[src/rtl/tbwdt_pkg.sv]
package tbwdt_pkg;

  localparam int RATE_W = 3;

  typedef enum logic [3:0] {
    OP_NOP       = 4'd0,
    OP_HALT      = 4'd1,
    OP_WATCH_ON  = 4'd2,
    OP_ROUTE_OFF = 4'd3,
    OP_WAVE_ON   = 4'd4,
    OP_CLR_CHAIN = 4'd5,
    OP_CLR_WATCH = 4'd6,
    OP_IRQ_OFF   = 4'd7,
    OP_IRQ_ON    = 4'd8,
    OP_SET_RATE  = 4'd9
  } op_e;

  typedef enum logic [1:0] {
    ROUTE_NONE = 2'd0,
    ROUTE_WAVE = 2'd1,
    ROUTE_FLAG = 2'd2
  } route_e;

  // strobes and settings handed from control to datapath
  typedef struct packed {
    logic              clrChain;
    logic              clrWatch;
    logic              clrFlag;
    logic              runEn;
    logic [RATE_W-1:0] rateSel;
  } strobes_t;

endpackage

[src/rtl/tbwdt_datapath.sv]
module tbwdt_datapath
  import tbwdt_pkg::*;
#(
  parameter int CHAIN_W = 15,
  parameter int PRE_W   = 3,
  parameter int WD_W    = 2
) (
  input  logic     clk,
  input  logic     rstN,
  input  logic     sysEn,
  input  logic     refTick,
  input  logic     srcFast,
  input  strobes_t stb,
  output logic     tapWave,
  output logic     wdtFlag
);

  localparam logic [CHAIN_W-1:0] ALL_ONES = {CHAIN_W{1'b1}};

  logic [PRE_W-1:0]   preCnt;
  logic [CHAIN_W-1:0] chain;
  logic [WD_W-1:0]    periodCnt;
  logic               baseTick;
  logic [CHAIN_W-1:0] lowMask;
  logic [CHAIN_W-1:0] shifted;
  logic               periodEnd;

  // prescaler: one base tick per 2**PRE_W reference ticks in fast mode
  assign baseTick = srcFast ? (refTick && (preCnt == {PRE_W{1'b1}})) : refTick;

  always_ff @(posedge clk or negedge rstN) begin
    if (!rstN)                            preCnt <= '0;
    else if (!sysEn || stb.clrChain)      preCnt <= '0;
    else if (stb.runEn && srcFast && refTick) preCnt <= preCnt + 1'b1;
  end

  // shared divider chain
  always_ff @(posedge clk or negedge rstN) begin
    if (!rstN)                        chain <= '0;
    else if (!sysEn || stb.clrChain)  chain <= '0;
    else if (stb.runEn && baseTick)   chain <= chain + 1'b1;
  end

  // selected tap and its period boundary
  assign shifted   = chain << stb.rateSel;
  assign tapWave   = shifted[CHAIN_W-1];
  assign lowMask   = ALL_ONES >> stb.rateSel;
  assign periodEnd = stb.runEn && baseTick && ((chain & lowMask) == lowMask);

  // watchdog extension stages and sticky time-out flag
  always_ff @(posedge clk or negedge rstN) begin
    if (!rstN) begin
      periodCnt <= '0;
      wdtFlag   <= 1'b0;
    end else if (!sysEn || stb.clrWatch) begin
      periodCnt <= '0;
      wdtFlag   <= 1'b0;
    end else begin
      if (periodEnd && !stb.clrChain) begin
        periodCnt <= periodCnt + 1'b1;
        if (periodCnt == {WD_W{1'b1}}) wdtFlag <= 1'b1;
      end
      if (stb.clrFlag) wdtFlag <= 1'b0;
    end
  end

  assert_flag_holds_R5: assert property (@(posedge clk) disable iff (!rstN)
    (wdtFlag && sysEn && !stb.clrWatch && !stb.clrFlag) |=> wdtFlag);

  assert_halt_freezes_R6: assert property (@(posedge clk) disable iff (!rstN)
    (!stb.runEn && !stb.clrChain && sysEn) |=> $stable(chain));

  assert_sys_off_empties_R10: assert property (@(posedge clk) disable iff (!rstN)
    !sysEn |=> (chain == '0 && preCnt == '0 && periodCnt == '0 && !wdtFlag));

  assert_clear_wins_R11: assert property (@(posedge clk) disable iff (!rstN)
    (stb.clrChain && sysEn && refTick) |=> (chain == '0));

  assert_bypass_steps_R3: assert property (@(posedge clk) disable iff (!rstN)
    (sysEn && !srcFast && refTick && stb.runEn && !stb.clrChain)
      |=> (chain == CHAIN_W'($past(chain) + 1'b1)));

endmodule

[src/rtl/tbwdt_ctrl.sv]
module tbwdt_ctrl
  import tbwdt_pkg::*;
(
  input  logic              clk,
  input  logic              rstN,
  input  logic              sysEn,
  input  logic              cmdValid,
  input  logic [3:0]        cmdOp,
  input  logic [RATE_W-1:0] cmdArg,
  input  logic              tapWave,
  input  logic              wdtFlag,
  output strobes_t          stb,
  output logic              irqOe,
  output logic              irqPullLow
);

  op_e               op;
  logic              runEn;
  route_e            route;
  logic              irqEn;
  logic [RATE_W-1:0] rateSel;
  logic              srcLow;

  assign op = op_e'(cmdOp);

  always_ff @(posedge clk or negedge rstN) begin
    if (!rstN) begin
      runEn   <= 1'b1;
      route   <= ROUTE_NONE;
      irqEn   <= 1'b0;
      rateSel <= {RATE_W{1'b1}};
    end else if (cmdValid) begin
      unique case (op)
        OP_HALT:      runEn <= 1'b0;
        OP_WATCH_ON:  begin runEn <= 1'b1; route <= ROUTE_FLAG; end
        OP_WAVE_ON:   begin runEn <= 1'b1; route <= ROUTE_WAVE; end
        OP_ROUTE_OFF: route <= ROUTE_NONE;
        OP_IRQ_OFF:   irqEn <= 1'b0;
        OP_IRQ_ON:    irqEn <= 1'b1;
        OP_SET_RATE:  rateSel <= cmdArg;
        default:      ;
      endcase
    end
  end

  always_comb begin
    stb.clrChain = cmdValid && (op == OP_CLR_CHAIN || op == OP_CLR_WATCH);
    stb.clrWatch = cmdValid && (op == OP_CLR_WATCH);
    stb.clrFlag  = cmdValid && (op == OP_IRQ_OFF);
    stb.runEn    = runEn;
    stb.rateSel  = rateSel;
  end

  always_comb begin
    unique case (route)
      ROUTE_WAVE: srcLow = !tapWave;
      ROUTE_FLAG: srcLow = wdtFlag;
      default:    srcLow = 1'b0;
    endcase
  end

  assign irqOe      = irqEn && sysEn;
  assign irqPullLow = irqOe && srcLow;

  assert_released_quiet_R9: assert property (@(posedge clk) disable iff (!rstN)
    !irqOe |-> !irqPullLow);

  assert_release_cmd_R9: assert property (@(posedge clk) disable iff (!rstN)
    (cmdValid && op == OP_IRQ_OFF) |=> !irqOe);

  assert_enable_cmd_R12: assert property (@(posedge clk) disable iff (!rstN)
    (cmdValid && op == OP_IRQ_ON && sysEn) |=> (irqOe || !sysEn));

endmodule

[src/rtl/timebase_wdt.sv]
module timebase_wdt
  import tbwdt_pkg::*;
#(
  parameter int CHAIN_W = 15,
  parameter int PRE_W   = 3,
  parameter int WD_W    = 2
) (
  input  logic              clk,
  input  logic              rstN,
  input  logic              sysEn,
  input  logic              refTick,
  input  logic              srcFast,
  input  logic              cmdValid,
  input  logic [3:0]        cmdOp,
  input  logic [RATE_W-1:0] cmdArg,
  output logic              irqOe,
  output logic              irqPullLow
);

  strobes_t stb;
  logic     tapWave;
  logic     wdtFlag;

  tbwdt_ctrl i_ctrl (
    .clk        (clk),
    .rstN       (rstN),
    .sysEn      (sysEn),
    .cmdValid   (cmdValid),
    .cmdOp      (cmdOp),
    .cmdArg     (cmdArg),
    .tapWave    (tapWave),
    .wdtFlag    (wdtFlag),
    .stb        (stb),
    .irqOe      (irqOe),
    .irqPullLow (irqPullLow)
  );

  tbwdt_datapath #(
    .CHAIN_W (CHAIN_W),
    .PRE_W   (PRE_W),
    .WD_W    (WD_W)
  ) i_datapath (
    .clk     (clk),
    .rstN    (rstN),
    .sysEn   (sysEn),
    .refTick (refTick),
    .srcFast (srcFast),
    .stb     (stb),
    .tapWave (tapWave),
    .wdtFlag (wdtFlag)
  );

endmodule

[config.mk]
export PLATFORM = sky130hd
export DESIGN_NAME = timebase_wdt
export DESIGN_NICKNAME = d
export VERILOG_FILES = /design/src/rtl/tbwdt_pkg.sv /design/src/rtl/tbwdt_datapath.sv /design/src/rtl/tbwdt_ctrl.sv /design/src/rtl/timebase_wdt.sv
export SDC_FILE = /design/constraint.sdc
export NUM_CORES = 1
export LEC_CHECK = 0
export BUFFER_PORTS_ARGS = -buffer_cell sky130_fd_sc_hd__clkbuf_2
export CAP_MARGIN = 20
export CORE_UTILIZATION = 55
export CTS_CLUSTER_DIAMETER = 50
export DETAILED_ROUTE_END_ITERATION = 16
export PLACE_DENSITY = 0.78
export SYNTH_ARGS = -nofsm -noshare
export SYNTH_HDL_FRONTEND = slang
export SYNTH_SLANG_ARGS = --single-unit
export TNS_END_PERCENT = 20
[constraint.sdc]
create_clock -name clk -period 4 [get_ports clk]
set_input_delay 0.8 -clock clk [delete_from_list [all_inputs] [get_ports clk]]
set_output_delay 0.8 -clock clk [all_outputs]
set_load 0.01 [all_outputs]
### Yosys cells after proc, flatten, opt, wreduce, memory -nomap -nowiden

Index checks and enable logic that the tools add are counted.

* add/sub/neg operators: 3
* $mul: 0
* divide/modulo/power cells: 0
* $lt $le $gt $ge: 0
* equality and inequality tests: 14
* shifts and indexed selects: 2
* multiplexer cells: 15
* bitwise logic cells: 1
* reduce and logical (&&, ||, !) cells: 31

Operators by type and width (count)
* 2-to-1 mux 15 bit: 2
* equality test 4 x 3 -> 1 bit (second input constant): 4
* adder 15 x 1 -> 15 bit (second input constant): 1
* AND 15 bit: 1
* equality test 15 bit: 1
* left shift 15 x 3 -> 15 bit: 1
* >> shifter 15 x 3 -> 15 bit (first input constant): 1
* logical AND 1 bit: 11
* AND reduction 2 bit: 5
* nonzero test 2 bit: 5
* nonzero test 3 bit: 3
* equality test 4 x 2 -> 1 bit (second input constant): 2
* equality test 4 bit (second input constant): 2
* 2-to-1 mux 3 bit: 2
* one-hot mux 1 bit (2 select lines): 3
* one-hot mux 2 bit (3 select lines): 1
* 2-to-1 mux 1 bit: 5
* equality test 2 bit (second input constant): 2
* equality test 4 x 1 -> 1 bit (second input constant): 1
* 2-to-1 mux 2 bit: 2
* adder 3 x 1 -> 3 bit (second input constant): 1
* equality test 3 bit (second input constant): 1
* logical NOT 1 bit: 3
* logical OR 1 bit: 3
* other kinds (3): 3

* register bits after elaboration: 28
* latch bits: 0
* bits in writable memories: 0
* bits in read-only memories: 0
* word-level logic and storage cells: 74
* memories: 0

### Depth between registers and ports, before layout

Gate-level depths: netlist (run 1).

* depth in word-level cells: 9
* mapped depth: 8
* gate-level depth less buffers: 7

### Cells and area by module

A second synthesis (run 1) with hierarchy kept.

* cells, all modules: 174
* area, all modules: 1710.4 um2

By module, submodules not included
* tbwdt_datapath: instances 1, cells each 127, area an instance 1249.9 um2
* tbwdt_ctrl: instances 1, cells each 47, area an instance 460.4 um2

### Least setup slack after synthesis (run 1)

OpenSTA, ideal clock, no wires.

* path type: reg2out
* start point: register i_ctrl.rateSel[0]
* end point: output irqPullLow
* arrival time: 1.720 ns
* setup slack: 1.480 ns
* stages on the path, launching flop included: 6
* path buffers: 1
* cells stage by stage: dfstp_2 clkbuf_1 mux4_2 nand2_1 a32oi_1 nor3b_1

* word-level cells in the longest chain between the ends: 4

RTL lines
* start, declared: line tbwdt_ctrl.sv:21 `logic [RATE_W-1:0] rateSel;`
* start signal, assigned: line tbwdt_ctrl.sv:31 `rateSel <= {RATE_W{1'b1}};`
* start signal, assigned: line tbwdt_ctrl.sv:40 `OP_SET_RATE: rateSel <= cmdArg;`
* left shift 15 x 3 -> 15 bit: line tbwdt_datapath.sv:45 `assign shifted = chain << stb.rateSel;`
* logical NOT 1 bit: line tbwdt_ctrl.sv:56 `ROUTE_WAVE: srcLow = !tapWave;`
* one-hot mux 1 bit (2 select lines): line tbwdt_ctrl.sv:55 `unique case (route)`
* logical AND 1 bit: line tbwdt_ctrl.sv:63 `assign irqPullLow = irqOe && srcLow;`
* end, declared: line timebase_wdt.sv:17 `output logic irqPullLow`

Every way passes these cells.

### Final worst setup path (run 1)

Ends and elaborated chain as after synthesis.

==> flow_summary.json, run 1 <==
{
  "firstDrtPassIters": 4,
  "wl_per_cell_microns": 14.0,
  "mostFrequentLayoutCell": "nor2_1",
  "ant_nets": 0,
  "dr_total_vias": 1238,
  "die_h_microns": 55.3,
  "fin_crit_ps": 2820,
  "portBuffers": 14,
  "setup_tns_ps": 0,
  "worstSetupPathType": "flip-flop to output port",
  "synth_nets": 188,
  "nFillCells": 210,
  "cts_htree_levels": 1,
  "clock.fmax_mhz": 354,
  "yosysSeqAreaShare_pct": 45.1,
  "cts_hold_buf": 0,
  "maxCapViolations": 0,
  "rsz0062_at_grt": "no",
  "area_growth_pct": 8.32,
  "drc": 0,
  "grt_pass1_wl_mm": 5.45,
  "synth_cell_type_count": 34,
  "cts_root_buf": "clkbuf_4",
  "nets": 201,
  "antenna_found_initial": 0,
  "start_kind": "flip-flop",
  "drt_wl_total_mm": 2.96,
  "status": "complete, no violations",
  "ios": 15,
  "power.internal_mw": 0.431,
  "timing.final.crit_share_pct": 70.6,
  "cts_setup_buffers": 0,
  "num_antenna_cells": 0,
  "synth-seq-cells": 28,
  "cts_sinks": 28,
  "worstPathRequired_ps": 3200,
  "seqPwrFrac_pct": 56.2,
  "setup_violations": 0,
  "dp_hpwl_mm": 2.28,
  "numCtsBuffers": 3,
  "cts_buffer_depth": 2,
  "grt_overflow_total": 0,
  "die_w_microns": 55.3,
  "gp_congestion": 0.793,
  "maxSlewViolCount": 0,
  "finalInstanceArea_sq_um": 1690,
  "synthCells": 169,
  "viasPerCell": 5.87,
  "clk_latency_ps": 340,
  "avgSynthCellArea_sq_um": 9.25,
  "p_comb_share_pct": 11.0,
  "power.leakage_nw": 0.747,
  "synth_area_sq_um": 1560,
  "grt_pass1_vias": 1187,
  "vdd_drop_max_mv": 0.386,
  "fp-row-count": 18,
  "drive_gt1_share_pct": 16.6,
  "pwr-share-clk_pct": 32.8,
  "die_area_sq_um": 3060,
  "drt-initial-drc-count": 38,
  "critPathMaxStageDelay_ps": 630,
  "post_cts_resized": 0,
  "switching_share_pct": 24.4,
  "grt_usage_pct": 22.2,
  "cts.clk_slew.worst_paths_ps": 150,
  "finalHoldViolations": 0,
  "start_util_pct": 60.4,
  "power_density_nw_per_um2": 336,
  "hp-class": "input port to asynchronous set/reset pin",
  "cts_tree": "done",
  "cp_max_fo": 7,
  "p_switching_mw": 0.139,
  "critPathArrivalTime_ps": 2020,
  "clock-skew-final_ps": 6.02,
  "cp_slowest_cell": "dfstp_2",
  "worst_pin_slew_ps": 668,
  "path_cells": "mux4_2 -> nand2_1 -> a32oi_1 -> nor3b_1 -> clkbuf_2",
  "setup_slack_ps": 1180,
  "grt_max_degree": 29,
  "end_kind": "output port",
  "fin_cells": 211,
  "place_ws_ps": 1570,
  "place_area_sq_um": 1640,
  "coreArea_sq_um": 2590,
  "relSlewSlack_pct": 55.0,
  "synth_warnings": 0,
  "post-place-cells": 207,
  "mostFrequentLayoutCells": "nor2_1, dfrtp_1, nand2_1"
}
## critical path: cells and delay by family (launching register included)
family,cells,cell delay (ps)
simple gates,2,300
buf+inv,1,170
compound gates,1,90
mux,1,500
flops,1,630
## flip-flops by register name, indices dropped and copies added (netlist names)
register,count
i_ctrl.irqEn,1
i_ctrl.rateSel,3
i_ctrl.route,2
i_ctrl.runEn,1
i_datapath.chain,15
i_datapath.periodCnt,2
i_datapath.preCnt,3
i_datapath.wdtFlag,1
## power by group through the flow
stage	logic [mW]	registers, mW	clock network, mW
final	0.0626	0.320	0.187
after detailed placement	0.0625	0.325	0
after global routing	0.0715	0.324	0.203
after CTS	0.0629	0.319	0.191
after floorplan	0.0475	0.316	0
after global placement	0.0597	0.323	0
## cells in the mapped netlist
cell / n / area share (%)
a32oi_1: 1 / 0.56
nor4_1: 4 / 1.6
buf_6: 1 / 0.72
nor2b_1: 2 / 0.80
nor3b_1: 1 / 0.48
or4_4: 1 / 0.72
and3_1: 2 / 0.80
a22oi_1: 1 / 0.48
nand4_1: 3 / 1.2
o21ai_0: 6 / 1.9
clkbuf_1: 5 / 1.2
nor3_1: 1 / 0.32
nand3_1: 9 / 2.9
o22ai_1: 1 / 0.40
a21oi_1: 9 / 2.9
or2_1: 1 / 0.40
inv_2: 1 / 0.24
a31oi_1: 3 / 1.2
nand2b_1: 1 / 0.40
xor2_1: 7 / 3.9
dfrtp_1: 24 / 38
dfstp_2: 4 / 6.7
xnor2_1: 8 / 4.5
inv_1: 5 / 1.2
nand2_1: 18 / 4.3
and2_1: 1 / 0.40
mux2_2: 3 / 2.2
mux2i_1: 2 / 1.3
nor2_1: 28 / 6.7
o211ai_1: 4 / 1.9
ha_1: 6 / 4.8
nand2_2: 1 / 0.40
mux4_2: 2 / 2.9
or3_1: 3 / 1.2
## through the flow
step	total power [mW]	utilization, %	hold slack [ps]
after detailed placement	0.387	63.4	491
final	0.570	65.4	460
after global placement	0.382	63.4	488
after floorplan	0.364	-	463
after global routing	0.598	65.4	501
after CTS	0.573	65.4	484
## cell families after synthesis
group	share of synthesized area, %
compound gates	9.36
xor+xnor	8.40
fa+ha+maj	4.80
buf+inv	3.36
flops	45.1
mux	6.32
simple gates	22.6
## final timing paths
check	startpoint	endpoint	slack, ps	cells after the start
worst max-delay path	i_ctrl.rateSel[0]$_DFFE_PN1P_	irqPullLow	1180	5
worst min-delay path	rstN	i_datapath.chain[10]$_DFFE_PN0P_	460	1
worst max register to register	i_datapath.preCnt[0]$_DFFE_PN0P_	i_datapath.periodCnt[0]$_DFFE_PN0P_	1850	7
worst min register to register	i_ctrl.runEn$_DFFE_PN1P_	i_ctrl.runEn$_DFFE_PN1P_	510	2
max in group asynchronous	rstN	i_datapath.chain[8]$_DFFE_PN0P_	3100	1
min in group clk	i_ctrl.runEn$_DFFE_PN1P_	i_ctrl.runEn$_DFFE_PN1P_	510	2
## per-layer routing
layer  routed length [microns]  GRT usage (%)  vias up
li1                          -              -      608
met1                      1390           30.4      598
met2                      1430           36.7       27
met3                        87           2.81        5
met4                        44           7.50        0
met5                         0              0        -
## layout make-up
type | instances | area (sq um) | area share [%]
clock inverters | 1 | 30.0 | 1.77
flip-flops and latches | 28 | 706 | 41.7
repair buffers | 14 | 70.1 | 4.14
well taps | 30 | 37.5 | 2.22
multi-input cells | 129 | 806 | 47.6
inverters | 6 | 22.5 | 1.33
clock buffers | 3 | 22.5 | 1.33
Note: power is estimated with default switching activity, not from simulation.
==> run 2: changes to the inputs <==
clock period = 2.7 ns   (was 4 ns; I/O delays follow)
==> run 2 against run 1 <==
  * Total power rose by 36%
  * Register-to-register slack got worse by 1300 ps
  * Largest cell class unchanged
  * Highest routed layer unchanged
  * First-iteration DRC count fell by 16%
  * Cell area fell by 0.96%
  * Flip-flop and latch count unchanged
==> flow_summary.json, run 2 (synthesis results as in run 1) <==
{
  "die_area_sq_um": 3060,
  "grt_max_degree": 29,
  "ant_nets": 0,
  "viasPerCell": 5.93,
  "cp_max_fo": 7,
  "clk_latency_ps": 340,
  "largest_registers": "i_datapath.chain: 15 flops, i_ctrl.rateSel: 3 flops, i_datapath.preCnt: 3 flops",
  "finalHoldViolations": 0,
  "setup_tns_ps": 0,
  "fin_crit_ps": 2510,
  "timing.final.crit_share_pct": 92.8,
  "cts_buffer_depth": 2,
  "start_kind": "flip-flop",
  "antenna_found_initial": 0,
  "dp_hpwl_mm": 2.26,
  "clock-skew-final_ps": 9.03,
  "maxCapViolations": 0,
  "status": "complete, no violations",
  "worstSetupPathType": "flip-flop to output port",
  "die_h_microns": 55.3,
  "cts_root_buf": "clkbuf_4",
  "wl_per_cell_microns": 14.5,
  "cts.clk_slew.worst_paths_ps": 150,
  "fp-row-count": 18,
  "drt-initial-drc-count": 32,
  "top_register": "i_datapath.chain",
  "nFillCells": 211,
  "end_kind": "output port",
  "coreArea_sq_um": 2590,
  "multi_input_area_sq_um": 806,
  "rsz0062_at_grt": "no",
  "power.leakage_nw": 0.740,
  "num_antenna_cells": 0,
  "die_w_microns": 55.3,
  "vdd_drop_max_mv": 0.436,
  "start_util_pct": 60.4,
  "drc": 0,
  "numCtsBuffers": 3,
  "worstPathRequired_ps": 2160,
  "p_total_mw": 0.776,
  "grt_pass1_wl_mm": 5.51,
  "gp_congestion": 0.863,
  "mostFrequentLayoutCells": "nor2_1, dfrtp_1, nand2_1",
  "fin_util_pct": 64.8,
  "drt_wl_total_mm": 3.06,
  "grt_overflow_total": 0,
  "grt_pass1_vias": 1271,
  "nets": 201,
  "cts_tree": "done",
  "setup_violations": 0,
  "drive_gt1_share_pct": 16.6,
  "largest_reg_flops": 15,
  "maxSlewViolCount": 0,
  "mostFrequentLayoutCell": "nor2_1",
  "relSlewSlack_pct": 50.7,
  "cts_sinks": 28,
  "final-seq-area_sq_um": 706,
  "cts_hold_buf": 0,
  "grt_usage_pct": 22.6,
  "critPathArrivalTime_ps": 1970,
  "dr_total_vias": 1252,
  "place_area_sq_um": 1640,
  "rr_worst_depth": 7,
  "power_density_nw_per_um2": 462,
  "clock.fmax_mhz": 399,
  "finalInstanceArea_sq_um": 1680,
  "post_cts_resized": 0,
  "worst_pin_slew_ps": 733,
  "ios": 15,
  "cts_htree_levels": 1,
  "firstDrtPassIters": 4,
  "area_growth_pct": 7.28,
  "cts_setup_buffers": 0,
  "portBuffers": 14,
  "hp-class": "input port to asynchronous set/reset pin"
}
-- run 2: cell count changes in the layout (fill, tap and decap cells not counted), sizes merged --
| cell | delta |
|---|---|
| bufinv | -1 |
| clkbuf | +1 |
-- run 2: power breakdown --
part           switching, mW  internal, mW
Sequential            0.0267         0.447
Clock                  0.126        0.0827
Combinational         0.0526        0.0405
Total                  0.205         0.570
-- run 2: final cells by class --
cell class | instances | area share (%)
multi-input cells | 129 | 48.0
flip-flops and latches | 28 | 42.1
repair buffers | 14 | 4.18
well taps | 30 | 2.24
clock buffers | 4 | 2.16
inverters | 6 | 1.34
-- run 2: path summary, 6_finish.rpt --
path                                                       end                             start  slack [ps]
max                                                 irqPullLow     i_ctrl.rateSel[0]$_DFFE_PN1P_         190
min                            i_datapath.chain[7]$_DFFE_PN0P_                              rstN         210
max reg2reg                i_datapath.periodCnt[0]$_DFFE_PN0P_  i_datapath.preCnt[0]$_DFFE_PN0P_         520
min reg2reg                           i_ctrl.runEn$_DFFE_PN1P_          i_ctrl.runEn$_DFFE_PN1P_         510
max in group asynchronous          i_ctrl.route[0]$_DFFE_PN0P_                              rstN        2050
min in group clk                      i_ctrl.runEn$_DFFE_PN1P_                          cmdOp[0]         440
-- run 2: stage by stage --
| step | hold slack, ps | cells | setup slack, ps |
|---|---|---|---|
| floorplan | 244 | 169 | 440 |
| global placement | 489 | 207 | 583 |
| detailed placement | 492 | 207 | 522 |
| CTS | 242 | 211 | 173 |
| global route | 268 | 211 | 81.3 |
| finish | 208 | 211 | 194 |
-- run 2: worst max-delay path, cell delays in order, from the launching register on --
cell and delay (ps):
dfstp_2 620, mux4_2 500, nand2_1 80, a32oi_1 90
nor3b_1 180, clkbuf_2 160
-- run 2: per-layer routing --
metal	share of wire [%]	track usage [%]
met2	49	36.5
met1	47	30.2
met4	0.62	6.43
met3	3.5	5.62
met5	0	0
